[src/rtl/cdma_pkg.sv]
// Package: shared state encoding, register offsets and control bit
// positions for the descriptor DMA channel.
package cdma_pkg;

    typedef enum logic [2:0] {
        ST_IDLE,
        ST_FETCH,
        ST_READ,
        ST_WRITE,
        ST_HOLD
    } eng_state_t;

    localparam logic [7:0] OFS_COUNT = 8'h00;
    localparam logic [7:0] OFS_SRC   = 8'h10;
    localparam logic [7:0] OFS_DST   = 8'h20;
    localparam logic [7:0] OFS_NEXT  = 8'h30;
    localparam logic [7:0] OFS_CTRL  = 8'h40;
    localparam logic [7:0] OFS_CUR   = 8'h70;
    localparam logic [7:0] OFS_MASK  = 8'h80;
    localparam logic [7:0] OFS_STAT  = 8'hA0;

    localparam int CB_CHAIN  = 9;
    localparam int CB_ENABLE = 12;
    localparam int CB_FETCH  = 13;
    localparam int CB_ACTIVE = 14;
    localparam int CB_ABORT  = 20;

    // stored control bits: address modes, chain, enable
    localparam logic [31:0] CTRL_KEEP = 32'h0000_123C;

    // mode code with bit 1 set holds the address, otherwise step one word
    function automatic logic [31:0] step_addr(input logic [31:0] a, input logic [1:0] mode);
        return mode[1] ? a : a + 32'd4;
    endfunction

endpackage

[src/rtl/cdma_ctrl_regs.sv]
// Module: cdma_ctrl_regs
// Holds control, interrupt mask and interrupt status. Turns control writes
// into enable/chain/mode levels, a pending fetch request and an abort pulse.
// Assumes the engine pulses fetch_take_i when it starts a fetch and done_i
// on the beat that empties the count.
module cdma_ctrl_regs
    import cdma_pkg::*;
(
    input  logic        clk,
    input  logic        rst_n,
    input  logic        wr_en,
    input  logic [7:0]  addr,
    input  logic [31:0] wdata,
    input  logic        active_i,
    input  logic        fetch_take_i,
    input  logic        done_i,
    output logic        enable_o,
    output logic        chain_o,
    output logic [1:0]  src_mode_o,
    output logic [1:0]  dst_mode_o,
    output logic        fetch_req_o,
    output logic        abort_o,
    output logic [31:0] ctrl_rd_o,
    output logic        imask_o,
    output logic        istat_o,
    output logic        irq_o
);

    logic [31:0] ctrl_q;
    logic        fetch_q;
    logic        imask_q;
    logic        istat_q;
    logic        wr_ctrl;
    logic        wr_mask;
    logic        wr_stat;

    assign wr_ctrl = wr_en && (addr == OFS_CTRL);
    assign wr_mask = wr_en && (addr == OFS_MASK);
    assign wr_stat = wr_en && (addr == OFS_STAT);
    assign abort_o = wr_ctrl && wdata[CB_ABORT];

    // stored control bits; an abort write always leaves enable cleared
    always_ff @(posedge clk) begin
        if (!rst_n) begin
            ctrl_q <= '0;
        end else if (wr_ctrl) begin
            ctrl_q <= wdata & CTRL_KEEP;
            if (wdata[CB_ABORT]) ctrl_q[CB_ENABLE] <= 1'b0;
        end
    end

    // fetch request: set by a control write, consumed by the engine, dropped on abort
    always_ff @(posedge clk) begin
        if (!rst_n)                          fetch_q <= 1'b0;
        else if (abort_o)                    fetch_q <= 1'b0;
        else if (wr_ctrl && wdata[CB_FETCH]) fetch_q <= 1'b1;
        else if (fetch_take_i)               fetch_q <= 1'b0;
    end

    // interrupt mask bit
    always_ff @(posedge clk) begin
        if (!rst_n)       imask_q <= 1'b0;
        else if (wr_mask) imask_q <= wdata[0];
    end

    // completion status: hardware set wins over a software clear
    always_ff @(posedge clk) begin
        if (!rst_n)                     istat_q <= 1'b0;
        else if (done_i)                istat_q <= 1'b1;
        else if (wr_stat && !wdata[0])  istat_q <= 1'b0;
    end

    assign enable_o    = ctrl_q[CB_ENABLE];
    assign chain_o     = ctrl_q[CB_CHAIN];
    assign src_mode_o  = ctrl_q[3:2];
    assign dst_mode_o  = ctrl_q[5:4];
    assign fetch_req_o = fetch_q;
    assign imask_o     = imask_q;
    assign istat_o     = istat_q;
    assign irq_o       = istat_q && imask_q;

    always_comb begin
        ctrl_rd_o            = ctrl_q;
        ctrl_rd_o[CB_FETCH]  = fetch_q;
        ctrl_rd_o[CB_ACTIVE] = active_i;
    end

    a_r6_status_sets: assert property (@(posedge clk) disable iff (!rst_n)
        done_i |=> istat_q);
    a_r6_status_clears: assert property (@(posedge clk) disable iff (!rst_n)
        (wr_stat && !wdata[0] && !done_i) |=> !istat_q);
    a_r9_abort_disables: assert property (@(posedge clk) disable iff (!rst_n)
        abort_o |=> !enable_o && !fetch_req_o);

endmodule

[src/rtl/cdma_engine.sv]
// Module: cdma_engine
// Sequencer for one channel: four-word descriptor fetch, then read/write
// beats of one 32-bit word each, then completion and an optional chain
// fetch. Owns the live count, source, destination, next and current
// registers. Assumes descriptor counts are non-zero multiples of 4.
module cdma_engine
    import cdma_pkg::*;
#(
    parameter int MAX_BYTES = 65536
) (
    input  logic                clk,
    input  logic                rst_n,
    input  logic                sw_we,
    input  logic [7:0]          sw_addr,
    input  logic [31:0]         sw_wdata,
    input  logic                enable_i,
    input  logic                chain_i,
    input  logic [1:0]          src_mode_i,
    input  logic [1:0]          dst_mode_i,
    input  logic                fetch_req_i,
    input  logic                abort_i,
    output logic                mem_req_o,
    output logic                mem_we_o,
    output logic [31:0]         mem_addr_o,
    output logic [31:0]         mem_wdata_o,
    input  logic                mem_ready_i,
    input  logic [31:0]         mem_rdata_i,
    output logic                active_o,
    output logic                fetch_take_o,
    output logic                done_o,
    output logic [$clog2(MAX_BYTES):0] cnt_o,
    output logic [31:0]         src_o,
    output logic [31:0]         dst_o,
    output logic [31:0]         nxt_o,
    output logic [31:0]         cur_o
);

    localparam int CNT_W = $clog2(MAX_BYTES) + 1;
    localparam logic [CNT_W-1:0] MAX_CNT  = CNT_W'(MAX_BYTES);
    localparam logic [CNT_W-1:0] BEAT_CNT = CNT_W'(4);

    eng_state_t       state_q;
    logic [1:0]       widx_q;
    logic [CNT_W-1:0] cnt_q;
    logic [31:0]      src_q, dst_q, nxt_q, cur_q, dbuf_q;
    logic             hs_ok;

    // count limit applied to every load of the count register
    function automatic logic [CNT_W-1:0] clamp_cnt(input logic [31:0] v);
        return (v > 32'(MAX_BYTES)) ? MAX_CNT : v[CNT_W-1:0];
    endfunction

    assign mem_req_o    = (state_q == ST_FETCH) || (state_q == ST_READ) || (state_q == ST_WRITE);
    assign mem_we_o     = (state_q == ST_WRITE);
    assign mem_wdata_o  = dbuf_q;
    assign hs_ok        = mem_req_o && mem_ready_i && !abort_i;
    assign active_o     = (state_q != ST_IDLE);
    assign fetch_take_o = (state_q == ST_IDLE) && enable_i && fetch_req_i && !abort_i;
    assign done_o       = (state_q == ST_WRITE) && hs_ok && (cnt_q <= BEAT_CNT);

    // address for the current request
    always_comb begin
        case (state_q)
            ST_FETCH: mem_addr_o = {cur_q[31:4], widx_q, 2'b00};
            ST_WRITE: mem_addr_o = dst_q;
            default:  mem_addr_o = src_q;
        endcase
    end

    // channel sequencing; abort returns to idle from any state
    always_ff @(posedge clk) begin
        if (!rst_n || abort_i) begin
            state_q <= ST_IDLE;
        end else begin
            case (state_q)
                ST_IDLE:  if (fetch_take_o) state_q <= ST_FETCH;
                ST_FETCH: if (hs_ok && widx_q == 2'd3) state_q <= enable_i ? ST_READ : ST_HOLD;
                ST_READ:  if (hs_ok) state_q <= ST_WRITE;
                ST_WRITE: if (hs_ok) begin
                    if (done_o)        state_q <= chain_i ? ST_FETCH : ST_IDLE;
                    else if (enable_i) state_q <= ST_READ;
                    else               state_q <= ST_HOLD;
                end
                ST_HOLD:  if (enable_i) state_q <= ST_READ;
                default:  state_q <= ST_IDLE;
            endcase
        end
    end

    // descriptor word index within a fetch
    always_ff @(posedge clk) begin
        if (!rst_n || abort_i || state_q != ST_FETCH) widx_q <= 2'd0;
        else if (hs_ok)                               widx_q <= widx_q + 2'd1;
    end

    // data word carried from the read half of a beat to the write half
    always_ff @(posedge clk) begin
        if (!rst_n)                           dbuf_q <= '0;
        else if (state_q == ST_READ && hs_ok) dbuf_q <= mem_rdata_i;
    end

    // live registers: descriptor load, beat update, or software write when idle
    always_ff @(posedge clk) begin
        if (!rst_n) begin
            cnt_q <= '0;
            src_q <= '0;
            dst_q <= '0;
            nxt_q <= '0;
        end else if (state_q == ST_FETCH && hs_ok) begin
            case (widx_q)
                2'd0:    cnt_q <= clamp_cnt(mem_rdata_i);
                2'd1:    src_q <= mem_rdata_i;
                2'd2:    dst_q <= mem_rdata_i;
                default: nxt_q <= mem_rdata_i;
            endcase
        end else if (state_q == ST_WRITE && hs_ok) begin
            cnt_q <= (cnt_q > BEAT_CNT) ? cnt_q - BEAT_CNT : '0;
            src_q <= step_addr(src_q, src_mode_i);
            dst_q <= step_addr(dst_q, dst_mode_i);
        end else if (state_q == ST_IDLE && sw_we) begin
            case (sw_addr)
                OFS_COUNT: cnt_q <= clamp_cnt(sw_wdata);
                OFS_SRC:   src_q <= sw_wdata;
                OFS_DST:   dst_q <= sw_wdata;
                OFS_NEXT:  nxt_q <= sw_wdata;
                default:   ;
            endcase
        end
    end

    // current descriptor address, captured aligned when a fetch starts
    always_ff @(posedge clk) begin
        if (!rst_n)
            cur_q <= '0;
        else if (fetch_take_o || (done_o && chain_i))
            cur_q <= {nxt_q[31:4], 4'h0};
    end

    assign cnt_o = cnt_q;
    assign src_o = src_q;
    assign dst_o = dst_q;
    assign nxt_o = nxt_q;
    assign cur_o = cur_q;

    a_r9_abort_idles: assert property (@(posedge clk) disable iff (!rst_n)
        abort_i |=> !active_o && !mem_req_o);
    a_r12_req_held: assert property (@(posedge clk) disable iff (!rst_n)
        (mem_req_o && !mem_ready_i && !abort_i) |=>
            (mem_req_o && $stable(mem_addr_o) && $stable(mem_we_o)));
    a_r6_done_empties: assert property (@(posedge clk) disable iff (!rst_n)
        done_o |=> (cnt_q == '0));
    a_r8_pause_at_boundary: assert property (@(posedge clk) disable iff (!rst_n)
        (!enable_i && state_q == ST_WRITE && hs_ok && !done_o) |=> !mem_req_o);
    a_r10_paused_write_ignored: assert property (@(posedge clk) disable iff (!rst_n)
        (state_q == ST_HOLD && sw_we && !abort_i) |=>
            ($stable(cnt_q) && $stable(src_q) && $stable(dst_q) && $stable(nxt_q)));
    a_r11_count_bound: assert property (@(posedge clk) disable iff (!rst_n)
        cnt_q <= MAX_CNT);

endmodule

[src/rtl/cdma_chan.sv]
// Module: cdma_chan
// Top of one descriptor DMA channel: control/status registers, the
// transfer engine and the register read-back multiplexer.
// Assumes a single register master and a memory that answers reads in
// the cycle it raises mem_ready.
module cdma_chan
    import cdma_pkg::*;
#(
    parameter int MAX_BYTES = 65536
) (
    input  logic        clk,
    input  logic        rst_n,
    input  logic        reg_wr_en,
    input  logic [7:0]  reg_addr,
    input  logic [31:0] reg_wdata,
    output logic [31:0] reg_rdata,
    output logic        mem_req,
    output logic        mem_we,
    output logic [31:0] mem_addr,
    output logic [31:0] mem_wdata,
    input  logic        mem_ready,
    input  logic [31:0] mem_rdata,
    output logic        irq
);

    localparam int CNT_W = $clog2(MAX_BYTES) + 1;

    logic             enable, chain, fetch_req, abort, active, fetch_take, done;
    logic             imask, istat;
    logic [1:0]       src_mode, dst_mode;
    logic [31:0]      ctrl_rd, src, dst, nxt, cur;
    logic [CNT_W-1:0] cnt;

    cdma_ctrl_regs u_regs (
        .clk          (clk),
        .rst_n        (rst_n),
        .wr_en        (reg_wr_en),
        .addr         (reg_addr),
        .wdata        (reg_wdata),
        .active_i     (active),
        .fetch_take_i (fetch_take),
        .done_i       (done),
        .enable_o     (enable),
        .chain_o      (chain),
        .src_mode_o   (src_mode),
        .dst_mode_o   (dst_mode),
        .fetch_req_o  (fetch_req),
        .abort_o      (abort),
        .ctrl_rd_o    (ctrl_rd),
        .imask_o      (imask),
        .istat_o      (istat),
        .irq_o        (irq)
    );

    cdma_engine #(.MAX_BYTES(MAX_BYTES)) u_engine (
        .clk          (clk),
        .rst_n        (rst_n),
        .sw_we        (reg_wr_en),
        .sw_addr      (reg_addr),
        .sw_wdata     (reg_wdata),
        .enable_i     (enable),
        .chain_i      (chain),
        .src_mode_i   (src_mode),
        .dst_mode_i   (dst_mode),
        .fetch_req_i  (fetch_req),
        .abort_i      (abort),
        .mem_req_o    (mem_req),
        .mem_we_o     (mem_we),
        .mem_addr_o   (mem_addr),
        .mem_wdata_o  (mem_wdata),
        .mem_ready_i  (mem_ready),
        .mem_rdata_i  (mem_rdata),
        .active_o     (active),
        .fetch_take_o (fetch_take),
        .done_o       (done),
        .cnt_o        (cnt),
        .src_o        (src),
        .dst_o        (dst),
        .nxt_o        (nxt),
        .cur_o        (cur)
    );

    // register read-back by offset
    always_comb begin
        case (reg_addr)
            OFS_COUNT: reg_rdata = {{(32-CNT_W){1'b0}}, cnt};
            OFS_SRC:   reg_rdata = src;
            OFS_DST:   reg_rdata = dst;
            OFS_NEXT:  reg_rdata = nxt;
            OFS_CTRL:  reg_rdata = ctrl_rd;
            OFS_CUR:   reg_rdata = cur;
            OFS_MASK:  reg_rdata = {31'b0, imask};
            OFS_STAT:  reg_rdata = {31'b0, istat};
            default:   reg_rdata = '0;
        endcase
    end

endmodule

[config.mk]
export PLATFORM = sky130hd
export DESIGN_NAME = cdma_chan
export DESIGN_NICKNAME = d
export VERILOG_FILES = /design/src/rtl/cdma_pkg.sv /design/src/rtl/cdma_ctrl_regs.sv /design/src/rtl/cdma_engine.sv /design/src/rtl/cdma_chan.sv
export SDC_FILE = /design/constraint.sdc
export NUM_CORES = 1
export LEC_CHECK = 0
export BUFFER_PORTS_ARGS = -buffer_cell sky130_fd_sc_hd__buf_4
export CAP_MARGIN = 20
export CORE_MARGIN = 2
export CORE_UTILIZATION = 50
export CTS_BUF_LIST = sky130_fd_sc_hd__clkbuf_4 sky130_fd_sc_hd__clkbuf_8
export DETAILED_ROUTE_END_ITERATION = 6
export PLACE_DENSITY = 0.72
export SETUP_SLACK_MARGIN = 0.3
export SLEW_MARGIN = 20
export SYNTH_ARGS = -nofsm -noshare
export SYNTH_HDL_FRONTEND = slang
export SYNTH_SLANG_ARGS = --single-unit
export TNS_END_PERCENT = 10
[constraint.sdc]
create_clock -name clk -period 2.67 [get_ports clk]
set_clock_uncertainty 0.05 [all_clocks]
set_input_delay 0.1335 -clock clk [delete_from_list [all_inputs] [get_ports clk]]
set_output_delay 0.1335 -clock clk [all_outputs]
set_load 0.01 [all_outputs]
==> summary.txt <==
Routing
  • Initial DRC count: 1679
  • DRT Pass-1 Iters: 7
  • DRC errors left: 1
  • Drt via density: 6.57
  • WL final: 46.6 mm
  • Antenna viol nets, final: 0
  • Vias: 13300
  • Detailed-route wire length per cell: 23.0 um

Die
  • Chip Height: 156 um
  • I/O pin count: 175
  • Die width: 156 um
  • Rows: 55
  • Starting Density: 50.9%
  • Core area: 22600 um2
  • Die area: 24200 um2

Synth
  • Async set-reset flop share out of synthesis: 0%
  • Syn Nets: 1576
  • Ys flop type: dfxtp_1
  • Syn. warnings: 0
  • Post-synth EDFFs: 0
  • Mapped Avg Cell Area: 7.70 um2
  • Post-synth cell types: 73
  • Post-Synthesis Cells: 1492
  • Seq cells post-synth: 187
  • Syn Std Cell Area: 11500 um2
  • Share of the yosys chip area belonging to registers: 32.6%

Final layout
  • Final std cells w/o fill: 2023
  • Fin util: 65.2%
  • Commonest cells after routing, fill and taps aside: buf_4 (249), nand2_1 (212), dfxtp_1 (185), nor2_1 (143), o21ai_0 (132)
  • Most common cell after layout, fill and taps aside: buf_4
  • Post-route cell area: 14700 um2
  • Share of layout cells above drive strength 1: 20.2%
  • Area Growth Syn to Fin: 28.1%
  • Final nets: 1808

Global route
  • Largest net degree at the start of global routing: 66
  • Antenna violations before repair: 0
  • First-pass GRT wire length: 70.0 mm
  • Vias in the first global route: 12200
  • Total GRT Usage: 37.3%
  • GRT Residual Overflow: 0

Clock network
  • Clock Pin Slew Worst Setup and Hold Paths: 0.11 ns
  • Htree depth: 4
  • Clk root buf: clkbuf_8
  • # clock sinks: 187
  • Clock buffer depth: 2
  • Worst skew pair latency: 0.49 ns
  • CTS Buf Count: 17
  • CTS tree: yes

Critical path
  • Worst r2r dst: u_engine.cur_o[30]
  • Critical path, cell by cell: inv_1, ha_1, nor3b_1, o211a_1, buf_4, a31oi_4, buf_4, mux2i_1, nor2_1
  • Critical Path AT: 2.73 ns
  • Reg2Reg Setup Slack: 0.26 ns
  • Required time of the critical path: 2.99 ns
  • CP Capture Type: flip-flop
  • Worst R2R Start: u_engine.cnt_o[3]
  • CP max FO: 10
  • Slowest stage delay, CP: 0.48 ns
  • R2r worst-path depth: 9
  • Most frequent CP cell: buf_4
  • WS Path Type: reg -> reg
  • CP max-delay cell: nor3b_1
  • Critical path startpoint category: flip-flop

STA
  • Crit share post-route: 90.2%
  • Minimum clock period: 2.41 ns
  • Actual slew at the worst max-slew pin: 0.824 ns
  • Final Hold Vio Count: 0
  • Headroom to the max-slew limit: 44.9%
  • Setup TNS: 0 ns
  • Fmax: 0.415 GHz
  • Final setup vio count: 0
  • Unrepaired setup endpoints after global routing: yes
  • Final Slew Violations: 0

Min path
  • Hold Crit Class: in -> reg
  • Hold_sp: reg_wdata[20]
  • Hold Path End: u_engine.nxt_o[20]
  • Worst hold path cell count: 4

Place
  • DP Area: 13500 um2
  • Inst Count DP: 1918
  • Post-DP HPWL: 32.7 mm
  • Placer Congestion: 1.03
  • # port buffers: 174

Pwr
  • Max VDD drop: 0.292 mV
  • Leakage power: 5.82 nW
  • PD cells: 398 nW/um2

Outcome
  • Outcome: finished with violations
  • Failing checks: DRC

Run
  • Number of max-cap violations: 0
==> metrics by stage <==
| stage | setup WS, ns | hold slack (ns) | power, mW |
|---|---|---|---|
| 2_1_floorplan | 0.326 | 0.219 | 3.40 |
| 3_3_place_gp | -0.0531 | 0.357 | 3.81 |
| 3_5_place_dp | -0.198 | 0.367 | 3.82 |
| 4_1_cts | 0.153 | 0.0587 | 5.80 |
| 5_1_grt | 0.183 | 0.0917 | 6.02 |
| 6_report | 0.262 | 0.0768 | 5.85 |
==> cells in the mapped netlist (12+ instances only) <==
cell type,number,share of area [%]
a21oi_1,88,3.8
o21a_1,12,0.78
nand2_1,213,7.0
xnor2_1,39,3.0
buf_2,21,0.92
dfxtp_1,187,33
o21ai_0,132,5.8
nor3_1,34,1.5
inv_1,18,0.59
a211o_1,13,0.99
nor2_1,147,4.8
a311oi_1,28,2.1
a31oi_1,48,2.6
clkbuf_1,82,2.7
nand3_1,31,1.4
a22oi_1,48,3.1
a211oi_1,14,0.92
nor4_1,19,1.0
and3_1,16,0.87
mux2i_1,77,6.7
xor2_1,25,1.9
a221o_1,14,1.2
nand4_1,17,0.93
==> report_power, final <==
part	leakage (nW)	switching [mW]	internal [mW]
clock network	0.196	1.22	0.739
registers	1.51	0.0419	2.81
logic	4.12	0.607	0.429
total	5.82	1.87	3.98
==> cell type report <==
class | count | area [um2]
diodes | 1 | 2.50
repair buffers | 336 | 2940
clock inverters | 13 | 119
flip-flops and latches | 187 | 3750
clock buffers | 19 | 262
inverters | 18 | 68.8
well taps | 285 | 357
multi-input cells | 1164 | 7210
fillers | 1966 | 7860
==> metal layers <==
metal,vias to the layer above,wire length [um],GRT usage (%)
met3,155,5980,8.56
met2,936,20000,55.4
met1,6268,18600,51.8
met5,-,0,0
li1,5935,-,-
met4,0,1980,16.0
==> cells by family after synthesis <==
group	count (synthesis)	share of synthesized area (%)
DFF	187	32.6
and+or+nand+nor	537	21.5
xor gates and xnor gates	64	4.88
muxes	82	7.30
AOI/OAI and AO/OA	473	27.0
adders and majority gates	8	0.872
buffers and inverters	141	5.81
==> worst max path at each step <==
stage	from	end	slack, ns
after floorplan	reg_addr[1]	u_engine.cur_o[12]	0.33
after global placement	reg_addr[1]	u_engine.cnt_o[0]	-0.05
after detailed placement	reg_addr[1]	u_engine.cnt_o[1]	-0.20
after CTS	reg_addr[1]	reg_rdata[29]	0.15
after global routing	u_engine.cnt_o[5]	u_engine.cur_o[27]	0.18
final	u_engine.cnt_o[3]	u_engine.cur_o[30]	0.26
==> what timing repair did <==
| action | CTS | global route |
|---|---|---|
| setup buffers | 0 | 5 |
| setup endpoints to repair | 71 | 148 |
| gates resized for setup | 2 | 19 |
| hold endpoints to repair | 107 | 0 |
| hold buffers | 65 | 0 |
| cloned | 0 | 2 |
| pin swaps | 0 | 3 |
==> sequential cells by signal, indices dropped and copies added (netlist names) <==
name                  cells
u_engine.cnt_o           17
u_engine.cur_o           28
u_engine.dst_o           32
u_engine.mem_wdata_o     32
u_engine.nxt_o           32
u_engine.src_o           32
u_engine.state_q          3
u_engine.widx_q           2
u_regs.ctrl_q             6
u_regs.fetch_req_o        1
u_regs.imask_o            1
u_regs.istat_o            1
==> worst max-delay path: cells and delay by family, from the launching register on <==
kind	cells	cell delay, ns
and+or+nand+nor	2	0.54
buffers and inverters	3	0.55
muxes	1	0.17
adders and majority gates	1	0.13
AOI/OAI and AO/OA	2	0.45
DFF	1	0.39
Power figures use the tool's default switching activity.
